[config.mk]
export PLATFORM = sky130hd
export DESIGN_NAME = nbs_scan_ctrl
export DESIGN_NICKNAME = d
export VERILOG_FILES = /design/src/rtl/nbs_pkg.sv /design/src/rtl/nbs_strobe.sv /design/src/rtl/nbs_badlist.sv /design/src/rtl/nbs_scan_ctrl.sv
export SDC_FILE = /design/constraint.sdc
export NUM_CORES = 1
export LEC_CHECK = 0
export CORE_AREA = 2 2 189 191
export DETAILED_ROUTE_END_ITERATION = 10
export DIE_AREA = 0 0 191 193
export DONT_BUFFER_PORTS = 1
export PLACE_DENSITY_LB_ADDON = 0.08
export SLEW_MARGIN = 20
export SYNTH_ARGS = -nofsm -noshare
export SYNTH_HDL_FRONTEND = slang
export SYNTH_HIERARCHICAL = 1
export SYNTH_SLANG_ARGS = --single-unit
[constraint.sdc]
create_clock -name clk -period 2.4 [get_ports clk]
set_clock_uncertainty 0.1 [all_clocks]
set_input_delay 0.36 -clock clk [delete_from_list [all_inputs] [get_ports clk]]
set_output_delay 0.36 -clock clk [all_outputs]
set_load 0.005 [all_outputs]
[src/rtl/nbs_pkg.sv]
package nbs_pkg;

    localparam logic [7:0] CMD_ID_READ   = 8'h90;
    localparam logic [7:0] CMD_PAGE_OPEN = 8'h00;
    localparam logic [7:0] CMD_PAGE_GO   = 8'h30;
    localparam logic [7:0] MARK_GOOD     = 8'hFF;
    localparam logic [15:0] COL_SPARE    = 16'h0800;

    typedef enum logic [1:0] {
        PH_IDLE,
        PH_LOW,
        PH_HIGH
    } strobe_ph_e;

    typedef enum logic [3:0] {
        ST_IDLE,
        ST_ID_CMD,
        ST_ID_ADR,
        ST_ID_RD,
        ST_PG_CMD,
        ST_PG_ADR,
        ST_PG_GO,
        ST_SETTLE,
        ST_WAIT_RB,
        ST_MARK_RD,
        ST_JUDGE
    } scan_st_e;

    function automatic logic is_bus_state(scan_st_e s);
        return (s == ST_ID_CMD) || (s == ST_ID_ADR) || (s == ST_ID_RD) ||
               (s == ST_PG_CMD) || (s == ST_PG_ADR) || (s == ST_PG_GO) ||
               (s == ST_MARK_RD);
    endfunction

    function automatic logic is_write_state(scan_st_e s);
        return (s == ST_ID_CMD) || (s == ST_ID_ADR) || (s == ST_PG_CMD) ||
               (s == ST_PG_ADR) || (s == ST_PG_GO);
    endfunction

endpackage

[src/rtl/nbs_strobe.sv]
module nbs_strobe
    import nbs_pkg::*;
#(
    parameter int T_LO = 3,
    parameter int T_HI = 2
) (
    input  logic clk,
    input  logic rst_n,
    input  logic go,
    input  logic rd_req,
    output logic wr_n,
    output logic rd_n,
    output logic sample,
    output logic fin
);

    localparam int TMAX = (T_LO > T_HI) ? T_LO : T_HI;
    localparam int CW   = $clog2(TMAX + 1);

    typedef struct packed {
        strobe_ph_e    ph;
        logic          rd;
        logic [CW-1:0] cnt;
        logic          wr_n;
        logic          rd_n;
    } stb_t;

    stb_t s_d, s_q;

    always_comb begin
        s_d = s_q;
        case (s_q.ph)
            PH_IDLE: begin
                if (go) begin
                    s_d.ph  = PH_LOW;
                    s_d.rd  = rd_req;
                    s_d.cnt = '0;
                end
            end
            PH_LOW: begin
                if (s_q.cnt == CW'(T_LO - 1)) begin
                    s_d.ph  = PH_HIGH;
                    s_d.cnt = '0;
                end else begin
                    s_d.cnt = s_q.cnt + 1'b1;
                end
            end
            PH_HIGH: begin
                if (s_q.cnt == CW'(T_HI - 1)) begin
                    s_d.ph  = PH_IDLE;
                    s_d.cnt = '0;
                end else begin
                    s_d.cnt = s_q.cnt + 1'b1;
                end
            end
            default: s_d.ph = PH_IDLE;
        endcase
        s_d.wr_n = !((s_d.ph == PH_LOW) && !s_d.rd);
        s_d.rd_n = !((s_d.ph == PH_LOW) && s_d.rd);
    end

    always_ff @(posedge clk or negedge rst_n) begin
        if (!rst_n) begin
            s_q <= '{ph: PH_IDLE, rd: 1'b0, cnt: '0, wr_n: 1'b1, rd_n: 1'b1};
        end else begin
            s_q <= s_d;
        end
    end

    assign wr_n   = s_q.wr_n;
    assign rd_n   = s_q.rd_n;
    assign sample = (s_q.ph == PH_LOW) && s_q.rd && (s_q.cnt == CW'(T_LO - 1));
    assign fin    = (s_q.ph == PH_HIGH) && (s_q.cnt == CW'(T_HI - 1));

    // run-length counters observed on the strobe pins
    logic [15:0] lo_run, hi_run;
    always_ff @(posedge clk or negedge rst_n) begin
        if (!rst_n) begin
            lo_run <= '0;
            hi_run <= 16'hFFFF;
        end else if (!wr_n || !rd_n) begin
            lo_run <= (lo_run == 16'hFFFF) ? lo_run : lo_run + 1'b1;
            hi_run <= '0;
        end else begin
            hi_run <= (hi_run == 16'hFFFF) ? hi_run : hi_run + 1'b1;
            lo_run <= '0;
        end
    end

    AST_STROBE_LOW_MIN: assert property (@(posedge clk) disable iff (!rst_n)
        ($rose(wr_n) || $rose(rd_n)) |-> (int'(lo_run) >= T_LO));
    AST_STROBE_HIGH_MIN: assert property (@(posedge clk) disable iff (!rst_n)
        ($fell(wr_n) || $fell(rd_n)) |-> (int'(hi_run) >= T_HI));
    AST_GO_WHEN_IDLE: assert property (@(posedge clk) disable iff (!rst_n)
        go |-> (s_q.ph == PH_IDLE));

endmodule

[src/rtl/nbs_badlist.sv]
module nbs_badlist #(
    parameter int DEPTH = 16,
    parameter int BW    = 10,
    localparam int IW   = (DEPTH > 1) ? $clog2(DEPTH) : 1,
    localparam int PW   = $clog2(DEPTH + 1)
) (
    input  logic          clk,
    input  logic          rst_n,
    input  logic          clr,
    input  logic          wr,
    input  logic [BW-1:0] wdata,
    input  logic [IW-1:0] rd_idx,
    output logic [BW-1:0] rdata
);

    typedef struct packed {
        logic [DEPTH-1:0][BW-1:0] ent;
        logic [PW-1:0]            fill;
    } lst_t;

    lst_t l_d, l_q;

    always_comb begin
        l_d = l_q;
        if (clr) begin
            l_d.ent  = '0;
            l_d.fill = '0;
        end else if (wr && (int'(l_q.fill) < DEPTH)) begin
            l_d.ent[IW'(l_q.fill)] = wdata;
            l_d.fill = l_q.fill + 1'b1;
        end
    end

    always_ff @(posedge clk or negedge rst_n) begin
        if (!rst_n) begin
            l_q <= '0;
        end else begin
            l_q <= l_d;
        end
    end

    assign rdata = (int'(rd_idx) < int'(l_q.fill)) ? l_q.ent[rd_idx] : '0;

    AST_LIST_NO_OVERFILL: assert property (@(posedge clk) disable iff (!rst_n)
        int'(l_q.fill) <= DEPTH);
    AST_LIST_FULL_HOLD: assert property (@(posedge clk) disable iff (!rst_n)
        (wr && !clr && (int'(l_q.fill) == DEPTH)) |=> $stable(l_q.ent));

endmodule

[src/rtl/nbs_scan_ctrl.sv]
module nbs_scan_ctrl
    import nbs_pkg::*;
#(
    parameter int BLOCKS       = 1024,
    parameter int PAGE_BITS    = 6,
    parameter int ID_BYTES     = 4,
    parameter int LIST_DEPTH   = 16,
    parameter int T_LO         = 3,
    parameter int T_HI         = 2,
    parameter int SETTLE       = 4,
    parameter int BUSY_TIMEOUT = 100000,
    localparam int BLK_W  = (BLOCKS > 1) ? $clog2(BLOCKS) : 1,
    localparam int CNT_W  = $clog2(BLOCKS + 1),
    localparam int LIST_W = (LIST_DEPTH > 1) ? $clog2(LIST_DEPTH) : 1
) (
    input  logic                  clk,
    input  logic                  rst_n,
    input  logic                  start,
    output logic                  nf_chip_sel_n,
    output logic                  nf_cmd_latch,
    output logic                  nf_addr_latch,
    output logic                  nf_wr_n,
    output logic                  nf_rd_n,
    input  logic                  nf_ready,
    output logic [7:0]            nf_dq_o,
    output logic                  nf_dq_oe,
    input  logic [7:0]            nf_dq_i,
    output logic                  busy,
    output logic                  done,
    output logic                  timeout_err,
    output logic [CNT_W-1:0]      bad_count,
    output logic [8*ID_BYTES-1:0] id_bytes,
    input  logic [LIST_W-1:0]     list_idx,
    output logic [BLK_W-1:0]      list_block
);

    localparam int IDX_W = (ID_BYTES > 1) ? $clog2(ID_BYTES) : 1;
    localparam int TMAX  = (SETTLE > BUSY_TIMEOUT) ? SETTLE : BUSY_TIMEOUT;
    localparam int TW    = $clog2(TMAX + 1);

    typedef struct packed {
        scan_st_e             st;
        logic                 launched;
        logic [1:0]           aidx;
        logic [BLK_W-1:0]     blk;
        logic [CNT_W-1:0]     cnt;
        logic [IDX_W-1:0]     idcnt;
        logic [8*ID_BYTES-1:0] idreg;
        logic [7:0]           mark;
        logic [TW-1:0]        tmr;
        logic                 done;
        logic                 err;
    } ctl_t;

    ctl_t c_d, c_q;

    logic go, rd_req, sample, fin, cyc_end;
    logic list_clr, list_wr;
    logic [15:0] row;

    assign rd_req  = (c_q.st == ST_ID_RD) || (c_q.st == ST_MARK_RD);
    assign cyc_end = c_q.launched && fin;
    assign row     = 16'(c_q.blk) << PAGE_BITS;

    always_comb begin
        c_d      = c_q;
        go       = 1'b0;
        list_clr = 1'b0;
        list_wr  = 1'b0;

        if (is_bus_state(c_q.st)) begin
            if (!c_q.launched) begin
                go         = 1'b1;
                c_d.launched = 1'b1;
            end else if (fin) begin
                c_d.launched = 1'b0;
            end
        end

        case (c_q.st)
            ST_IDLE: begin
                if (start) begin
                    c_d.st       = ST_ID_CMD;
                    c_d.launched = 1'b0;
                    c_d.cnt      = '0;
                    c_d.idreg    = '0;
                    c_d.idcnt    = '0;
                    c_d.blk      = '0;
                    c_d.done     = 1'b0;
                    c_d.err      = 1'b0;
                    list_clr     = 1'b1;
                end
            end
            ST_ID_CMD: if (cyc_end) c_d.st = ST_ID_ADR;
            ST_ID_ADR: begin
                if (cyc_end) begin
                    c_d.st    = ST_ID_RD;
                    c_d.idcnt = '0;
                end
            end
            ST_ID_RD: begin
                if (sample) c_d.idreg[int'(c_q.idcnt)*8 +: 8] = nf_dq_i;
                if (cyc_end) begin
                    if (c_q.idcnt == IDX_W'(ID_BYTES - 1)) begin
                        c_d.st    = ST_PG_CMD;
                        c_d.idcnt = '0;
                    end else begin
                        c_d.idcnt = c_q.idcnt + 1'b1;
                    end
                end
            end
            ST_PG_CMD: begin
                if (cyc_end) begin
                    c_d.st   = ST_PG_ADR;
                    c_d.aidx = '0;
                end
            end
            ST_PG_ADR: begin
                if (cyc_end) begin
                    if (c_q.aidx == 2'd3) c_d.st = ST_PG_GO;
                    else c_d.aidx = c_q.aidx + 1'b1;
                end
            end
            ST_PG_GO: begin
                if (cyc_end) begin
                    c_d.st  = ST_SETTLE;
                    c_d.tmr = '0;
                end
            end
            ST_SETTLE: begin
                if (c_q.tmr == TW'(SETTLE - 1)) begin
                    c_d.st  = ST_WAIT_RB;
                    c_d.tmr = '0;
                end else begin
                    c_d.tmr = c_q.tmr + 1'b1;
                end
            end
            ST_WAIT_RB: begin
                if (nf_ready) begin
                    c_d.st = ST_MARK_RD;
                end else if (c_q.tmr == TW'(BUSY_TIMEOUT - 1)) begin
                    c_d.st  = ST_IDLE;
                    c_d.err = 1'b1;
                end else begin
                    c_d.tmr = c_q.tmr + 1'b1;
                end
            end
            ST_MARK_RD: begin
                if (sample) c_d.mark = nf_dq_i;
                if (cyc_end) c_d.st = ST_JUDGE;
            end
            ST_JUDGE: begin
                if (c_q.mark != MARK_GOOD) begin
                    list_wr = 1'b1;
                    c_d.cnt = c_q.cnt + 1'b1;
                end
                if (c_q.blk == BLK_W'(BLOCKS - 1)) begin
                    c_d.st   = ST_IDLE;
                    c_d.done = 1'b1;
                end else begin
                    c_d.blk = c_q.blk + 1'b1;
                    c_d.st  = ST_PG_CMD;
                end
            end
            default: c_d.st = ST_IDLE;
        endcase
    end

    always_ff @(posedge clk or negedge rst_n) begin
        if (!rst_n) begin
            c_q <= '{st: ST_IDLE, launched: 1'b0, aidx: '0, blk: '0, cnt: '0,
                     idcnt: '0, idreg: '0, mark: '0, tmr: '0, done: 1'b0, err: 1'b0};
        end else begin
            c_q <= c_d;
        end
    end

    // byte placed on the bus for each write state
    always_comb begin
        case (c_q.st)
            ST_ID_CMD: nf_dq_o = CMD_ID_READ;
            ST_ID_ADR: nf_dq_o = 8'h00;
            ST_PG_CMD: nf_dq_o = CMD_PAGE_OPEN;
            ST_PG_GO:  nf_dq_o = CMD_PAGE_GO;
            ST_PG_ADR: begin
                case (c_q.aidx)
                    2'd0:    nf_dq_o = COL_SPARE[7:0];
                    2'd1:    nf_dq_o = COL_SPARE[15:8];
                    2'd2:    nf_dq_o = row[7:0];
                    default: nf_dq_o = row[15:8];
                endcase
            end
            default:   nf_dq_o = 8'h00;
        endcase
    end

    nbs_strobe #(
        .T_LO (T_LO),
        .T_HI (T_HI)
    ) u_strobe (
        .clk    (clk),
        .rst_n  (rst_n),
        .go     (go),
        .rd_req (rd_req),
        .wr_n   (nf_wr_n),
        .rd_n   (nf_rd_n),
        .sample (sample),
        .fin    (fin)
    );

    nbs_badlist #(
        .DEPTH (LIST_DEPTH),
        .BW    (BLK_W)
    ) u_list (
        .clk    (clk),
        .rst_n  (rst_n),
        .clr    (list_clr),
        .wr     (list_wr),
        .wdata  (c_q.blk),
        .rd_idx (list_idx),
        .rdata  (list_block)
    );

    assign nf_chip_sel_n = (c_q.st == ST_IDLE);
    assign nf_cmd_latch  = (c_q.st == ST_ID_CMD) || (c_q.st == ST_PG_CMD) || (c_q.st == ST_PG_GO);
    assign nf_addr_latch = (c_q.st == ST_ID_ADR) || (c_q.st == ST_PG_ADR);
    assign nf_dq_oe      = is_write_state(c_q.st);
    assign busy          = (c_q.st != ST_IDLE);
    assign done          = c_q.done;
    assign timeout_err   = c_q.err;
    assign bad_count     = c_q.cnt;
    assign id_bytes      = c_q.idreg;

    AST_LATCH_EXCL: assert property (@(posedge clk) disable iff (!rst_n)
        !(nf_cmd_latch && nf_addr_latch));
    AST_OE_ON_WRITE: assert property (@(posedge clk) disable iff (!rst_n)
        !nf_wr_n |-> (nf_dq_oe && !nf_chip_sel_n));
    AST_STROBE_EXCL: assert property (@(posedge clk) disable iff (!rst_n)
        !(!nf_wr_n && !nf_rd_n));
    AST_NO_ERASE: assert property (@(posedge clk) disable iff (!rst_n)
        ($rose(nf_wr_n) && nf_cmd_latch) |->
        ((nf_dq_o == CMD_ID_READ) || (nf_dq_o == CMD_PAGE_OPEN) || (nf_dq_o == CMD_PAGE_GO)));
    AST_READ_WHEN_READY: assert property (@(posedge clk) disable iff (!rst_n)
        $fell(nf_rd_n) |-> nf_ready);
    AST_DONE_IDLE: assert property (@(posedge clk) disable iff (!rst_n)
        (done || timeout_err) |-> (nf_chip_sel_n && !busy));
    AST_COUNT_BOUND: assert property (@(posedge clk) disable iff (!rst_n)
        int'(bad_count) <= BLOCKS);
    AST_COUNT_STEP: assert property (@(posedge clk) disable iff (!rst_n)
        busy |=> ((bad_count == $past(bad_count)) ||
                  (bad_count == CNT_W'($past(bad_count) + 1'b1))));

endmodule

==> summary.md, run 1 <==
| Metric | Value |
|---|---|
| Class of the tightest hold or removal check | primary input to asynchronous set/reset pin |
| Clock root buffer | clkbuf_16 |
| Vias in the first global route | 10,600 |
| Critical path data required time | 1940 ps |
| Outcome | complete, but fails checks |
| TritonCTS clock tree | built |
| Final RePlAce weighted congestion | 0.795 |
| Count of maximum capacitance violations | 0 |
| Clock-pin slew reported for the worst setup and hold paths after clock tree synthesis | 60 ps |
| Dominant register cell in the synthesized netlist | dfrtp_1 |
| Routed wire length per instance | 20.9 um |
| Per-cell via count in the routed design | 5.60 |
| Die Footprint | 36,900 um^2 |
| Proportion of layout cells with a drive suffix above 1 | 18.2% |
| Antenna violations before repair | 0 |
| Time the worst path needs with I/O delays and setup | 2490 ps |
| Count of vias placed by the detailed router | 10,800 |
| First-pass GRT wire length | 63,600 um |
| VDD IR-drop max | 0.449 mV |
| CTS buffer count | 34 |
| Peak Freq | 402 MHz |
| Number of placement rows | 69 |
| Cell count after placement | 1,847 |
| CTS Buffer Depth | 3 |
| Fraction of power consumed by sequential logic | 37.1% |
| Switching portion of total power | 31.1% |
| Number of DRC markers after the initial detailed-route iteration | 744 |
| Worst hold slack after final layout | -561 ps |
| Final hold viol count | 261 |
| Final period util | 104% |
| Mapped Avg Cell Area | 9.62 um^2 |
| Number of cells produced by synthesis | 1,436 |
| Chip Width | 191 um |
| Type of the worst setup path | flop to primary output |
| Post-layout worst setup margin | -88.9 ps |
| Biggest area contributors in the synthesized netlist | dfrtp_1, a21oi_1, nand2_1 |
| Number of setup violations in the final report | 10 |
| Starting density of the core | 39.5% |
| Setup crit start kind | flop |
| Max-slew violation count | 0 |
| Fraction of synthesized cell area taken by the top area cell type | 46.9% |
| Routed WL | 40,200 um |
| Die Y | 193 um |
| Violations in the final reports | hold timing, setup timing |
| Library cell occupying the most area in the post-synthesis netlist | dfrtp_1 |
| IO Count | 86 |
| EDFF count, synth | 0 |
| Number of iterations in the first detailed-routing pass | 7 |
| Largest net degree at the start of global routing | 262 |
| Part of the total power dissipated in combinational logic | 22.9% |
| Leak pwr | 6.78 nW |
| Clock Power Share | 39.9% |
| Slew Limit Headroom | 58.0% |
| Final core utilization | 46.2% |
| Grt total ovfl | 0 |
| Element type at the critical path end | primary output |
| Worst Tran Pin Value | 629 ps |
| Area of the core region | 35,000 um^2 |
| Async set-reset flop share out of synthesis | 100% |
| Design internal power | 8.88 mW |
| Port Buf Inserts | 0 |
| Insertion delay to the later sink of the worst-skew pair | 530 ps |
| Number of remaining DRC errors | 0 |
| Growth of design area from synthesis to finish | 16.8% |
| Maximum fanout encountered on the critical timing path | 5 |
| Total number of H-tree levels | 2 |
| CTS Hold Bufs | 9 |
| Half-perimeter wire length after placement | 24,700 um |
| Net count of the mapped netlist | 1,473 |
| Cell Pwr Density | 798 nW/um^2 |
| Unique masters post-synth | 75 |
| Data arrival time at the worst-slack endpoint | 2030 ps |
| GRT Overall Usage | 22.3% |
| Number of diodes added for antenna fixing | 0 |
| Final Instance Count excl. Fillers | 1,924 |
| Setup repair after global routing missed its margin | true |
| Sequential fraction of the synthesis area | 47.3% |
| Yosys reg bits | 261 |
| Yosys warning total | 6 |
| Reg-to-reg setup timing slack | 90 ps |
| Syn Std Cell Area | 13,800 um^2 |
| Switching pwr | 4.00 mW |
| Number of sinks on the clock net | 261 |
| Antenna viol nets, final | 0 |
| Post-layout net count | 1,477 |
## repair_timing
item	CTS	global route
resized for setup	44	47
setup endpoints to repair	16	108
pin swaps	4	6
endpoints found under the hold margin	302	261
buffers inserted	4	4
cloned	1	0
## power by group through the flow
stage | Clock (mW) | Combinational (mW) | Sequential [mW]
after floorplan | 0 | 1.84 | 4.82
after global placement | 0 | 2.73 | 4.85
after detailed placement | 0 | 2.72 | 4.86
after CTS | 5.28 | 2.85 | 4.78
after global routing | 5.49 | 3.20 | 4.81
final | 5.14 | 2.95 | 4.78
## per-layer routing
| metal | part of all wire [%] | global-route usage, % | vias to the layer above |
|---|---|---|---|
| met2 | 46 | 34.5 | 254 |
| met1 | 47 | 32.4 | 5378 |
| met5 | 0 | 0 | - |
| met4 | 2.2 | 5.96 | 0 |
| li1 | - | - | 5082 |
| met3 | 4.9 | 4.00 | 52 |
## synthesized netlist by cell type, types with 9 or more instances
library cell and count:
mux4_1 33, buf_4 44, nand2_1 253, clkbuf_1 67
mux2i_1 21, dfrtp_1 259, xnor2_1 16, mux2_2 14
nor3_1 9, nor2_1 51, nand4_1 10, a21oi_1 195
buf_2 27, o21ai_0 37, inv_1 25, a22o_1 14
nand3_1 178, ha_1 21
## final timing paths
kind	from	to	depth (start not counted)
max in group asynchronous	rst_n	u_list/l_q[3]	0
min reg2reg	id_bytes[2]	id_bytes[2]	2
min	rst_n	u_strobe/s_q[4]	0
max reg2reg	c_q[87]	c_q[86]	6
max	u_list/l_q[1]	list_block[1]	5
min in group clk	nf_ready	c_q[88]	3
## layout by cell type (no fill, tap or decap), drive strengths merged, types with 10 or more instances in the layout
master    n
a21oi   196
a22o     14
and3     10
buf     108
clkbuf   50
dfrtp   259
ha       21
inv      27
mux2     22
mux2i    21
mux4     40
nand2   253
nand3   179
nand4    10
nor2     51
nor3     10
o21ai    44
xnor2    16
## layout make-up
type	count	area, um^2
well taps	461	577
inverters	28	110
flip-flops and latches	261	6540
clock inverters	9	97.6
repair buffers	117	1070
clock buffers	50	1030
fillers	3391	18800
multi-input cells	998	6710
## critical path: stages (launching register included)
cell and delay, ps:
dfrtp_1 390, inv_2 80, ha_4 190, a21o_1 210
a211o_4 440, a21oi_4 180
## through the flow
stage / setup WS, ps / total power [mW] / cell area (um^2) / TNS, ps
2_1_floorplan: -68.5 / 6.66 / 13800 / -7260
3_3_place_gp: 41.1 / 7.58 / 14500 / 0
3_5_place_dp: 16.3 / 7.57 / 14500 / 0
4_1_cts: -112 / 12.9 / 15900 / -832
5_1_grt: -139 / 13.5 / 16100 / -1150
6_report: -88.9 / 12.9 / 16100 / -593
## cells by family (layout without fill, tap and decap cells)
kind of cell	Yosys count	in the layout	share of synthesized area [%]
AOI/OAI and AO/OA	296	297	12.4
and+or+nand+nor	574	574	19.6
DFF	261	261	47.3
muxes	83	83	10.8
xor gates and xnor gates	23	23	1.46
buffers and inverters	178	204	6.66
adders and majority gates	21	21	1.90
## registers in the layout (all words and copies together), names as in the netlist
| signal | count |
|---|---|
| u_strobe/s_q | 5 |
| timeout_err | 1 |
| c_q | 44 |
| u_list/l_q | 165 |
| u_strobe/rd_n | 1 |
| u_strobe/wr_n | 1 |
| id_bytes | 32 |
| bad_count | 11 |
| done | 1 |
(Power assumes the default switching activity.)
==> inputs of run 2 (changes only) <==
--- a/config.mk
+++ b/config.mk
@@ -5,11 +5,11 @@
 export SDC_FILE = /design/constraint.sdc
 export NUM_CORES = 1
 export LEC_CHECK = 0
-export CORE_AREA = 2 2 189 191
+export CORE_AREA = 2 2 234 236
 export DETAILED_ROUTE_END_ITERATION = 10
-export DIE_AREA = 0 0 191 193
+export DIE_AREA = 0 0 236 238
 export DONT_BUFFER_PORTS = 1
-export PLACE_DENSITY_LB_ADDON = 0.08
+export PLACE_DENSITY = 0.41
 export SLEW_MARGIN = 20
 export SYNTH_ARGS = -nofsm -noshare
 export SYNTH_HDL_FRONTEND = slang
==> summary.md, run 2 (synthesized netlist as in run 1, its figures left out) <==
| Metric | Value |
|---|---|
| Largest delay share family, worst path | compound AO/OA/AOI/OAI gates |
| Area taken by flip-flops and latches | 6540 um^2 (about the same) |
| Largest reg by FF count | u_list/l_q |
| Type of the worst setup path | flop to primary output |
| IO Count | 86 (unchanged) |
| Vias in the first global route | 10,800 (+2.0%) |
| VDD IR-drop max | 0.564 mV (+26%) |
| Maximum fanout encountered on the critical timing path | 5 (unchanged) |
| Post-layout net count | 1,496 (+1.3%) |
| Antenna violations before repair | 0 (unchanged) |
| Cell count after placement | 2,091 (+13%) |
| Worst Tran Pin Value | 788 ps (+158 ps) |
| Number of iterations in the first detailed-routing pass | 5 (-2) |
| Per-cell via count in the routed design | 5.06 (-9.6%) |
| Critical path buffers and inverters | 1 (unchanged) |
| Max-slew violation count | 0 (unchanged) |
| Peak Freq | 398 MHz (-0.95%) |
| Slew Limit Headroom | 47.5% (-11 points) |
| Element type at the critical path end | primary output |
| Die Y | 238 um (+23%) |
| Port Buf Inserts | 0 (unchanged) |
| Largest net degree at the start of global routing | 262 (unchanged) |
| Flip-flop count of the largest register, all copies and words added | 165 (unchanged) |
| Half-perimeter wire length after placement | 27,600 um (+12%) |
| Reg-to-reg setup timing slack | 70 ps (-20 ps) |
| Global Route met3 Usage | 1.74% (-2.3 points) |
| Chip Width | 236 um (+24%) |
| Leak pwr | 6.94 nW (+2.4%) |
| Area of the multi-input gates | 6690 um^2 (-0.28%) |
| Routed WL | 43,800 um (+8.8%) |
| First-pass GRT wire length | 67,900 um (+6.7%) |
| Number of remaining DRC errors | 0 (unchanged) |
| Routed wire length per instance | 20.1 um (-3.8%) |
| Cell-by-cell listing of the critical path | inv_2 -> ha_4 -> a21o_4 -> a211o_4 -> a21oi_2 |
| Outcome | complete, but fails checks |
| Starting density of the core | 25.8% (-14 points) |
| Number of sinks on the clock net | 261 (unchanged) |
| M2 GR Usage | 24.9% (-9.6 points) |
| CTS Hold Bufs | 9 (unchanged) |
| Number of diodes added for antenna fixing | 0 (unchanged) |
| Area of the core region | 53,500 um^2 (+53%) |
| Setup repair after global routing missed its margin | true |
| Most congested layer reported by global routing | met2 |
| Most common library cell in the layout ignoring fill and taps | dfrtp_1 |
| CTS Buffer Depth | 3 (unchanged) |
| GRT Overall Usage | 15.4% (-7.0 points) |
| Worst stage delay on the critical path | 410 ps (-30 ps) |
| Number of DRC markers after the initial detailed-route iteration | 845 (+14%) |
| Final core utilization | 31.0% (-15 points) |
| Critical-path cell with the highest stage delay | a211o_4 |
| Number of setup violations in the final report | 10 (unchanged) |
| CTS buffer count | 31 (-8.8%) |
| Violations in the final reports | hold timing, setup timing |
| Insertion delay to the later sink of the worst-skew pair | 570 ps (+40 ps) |
| Total number of H-tree levels | 1 (-1) |
| Die Footprint | 56,200 um^2 (+52%) |
| Worst hold slack after final layout | -601 ps (-39.5 ps) |
| Class of the tightest hold or removal check | primary input to asynchronous set/reset pin |
| Clock-pin slew reported for the worst setup and hold paths after clock tree synthesis | 60 ps (about the same) |
| Clock root buffer | clkbuf_16 |
| Antenna viol nets, final | 0 (unchanged) |
| Top library cells by usage in the layout, fill and taps aside | dfrtp_1, nand2_1, a21oi_1 |
| Proportion of layout cells with a drive suffix above 1 | 19.2% (+1.1 points) |
| Growth of design area from synthesis to finish | 20.1% |
| Met1 global-route usage | 21.5% (-11 points) |
| Fill cells | 5,530 (+63%) |
| Count of maximum capacitance violations | 0 (unchanged) |
| Overall power of the completed layout | 12.9 mW (-0.13%) |
| Final Instance Count excl. Fillers | 2,177 (+13%) |
| Critical path data required time | 1940 ps (about the same) |
| Data arrival time at the worst-slack endpoint | 2050 ps (+20 ps) |
| Cell Pwr Density | 775 nW/um^2 (-2.9%) |
| Post-layout worst setup margin | -113 ps (-24.0 ps) |
| TritonCTS clock tree | built |
| Final period util | 105% (+1.0 points) |
| Time the worst path needs with I/O delays and setup | 2510 ps (+24.0 ps) |
| Grt total ovfl | 0 (unchanged) |
| Final RePlAce weighted congestion | 0.784 (-1.4%) |
| Final hold viol count | 261 (unchanged) |
| Count of vias placed by the detailed router | 11,000 (+2.3%) |
| Setup crit start kind | flop |
| Number of placement rows | 85 (+23%) |
## run 2: path summary, 6_finish.rpt
kind,cells after the start,end,from
min,0,c_q[5],rst_n
max reg2reg,7,c_q[18],c_q[87]
min reg2reg,1,c_q[22],c_q[22]
max,5,list_block[1],u_list/l_q[1]
max in group asynchronous,0,u_list/l_q[3],rst_n
min in group clk,3,u_list/l_q[57],start
## run 2: area by class of cell
| cell class | instances | area share [%] |
|---|---|---|
| clock buffers | 51 | 5.97 |
| flip-flops and latches | 261 | 39.4 |
| inverters | 28 | 0.701 |
| well taps | 696 | 5.25 |
| multi-input cells | 998 | 40.3 |
| repair buffers | 139 | 7.92 |
| clock inverters | 4 | 0.422 |
## run 2: metrics by stage
| step | hold slack [ps] | area (um^2) | TNS, ps | setup WS (ps) |
|---|---|---|---|---|
| 5_1_grt | -640 | 16600 | -1190 | -139 |
| 6_report | -601 | 16600 | -796 | -113 |
| 4_1_cts | -636 | 16300 | -1050 | -142 |
| 3_5_place_dp | -14.7 | 14900 | -185 | -80.8 |
| 3_3_place_gp | -17.9 | 14900 | -331 | -104 |
| 2_1_floorplan | -35.6 | 13800 | -7260 | -68.5 |
## run 2: report_power, final
part	leakage, nW	total, mW	internal [mW]	switching (mW)
Combinational	2.84	3.19	1.19	2.00
Clock	0.526	4.88	2.99	1.89
Sequential	3.58	4.78	4.61	0.174
## run 2: per-layer routing
layer / vias to the layer above / part of all wire (%)
li1: 5124 / -
met1: 5602 / 46
met2: 219 / 47
met3: 64 / 3.5
met4: 0 / 2.7
met5: - / 0
## run 2: timing repair
action / 4_1_cts / 5_1_grt
gates resized for setup: 61 / 44
endpoints found under the setup margin: 41 / 138
buffers inserted: 4 / 14
pin swaps: 4 / 13
cloned: 1 / 3
hold endpoints to repair: 303 / 261
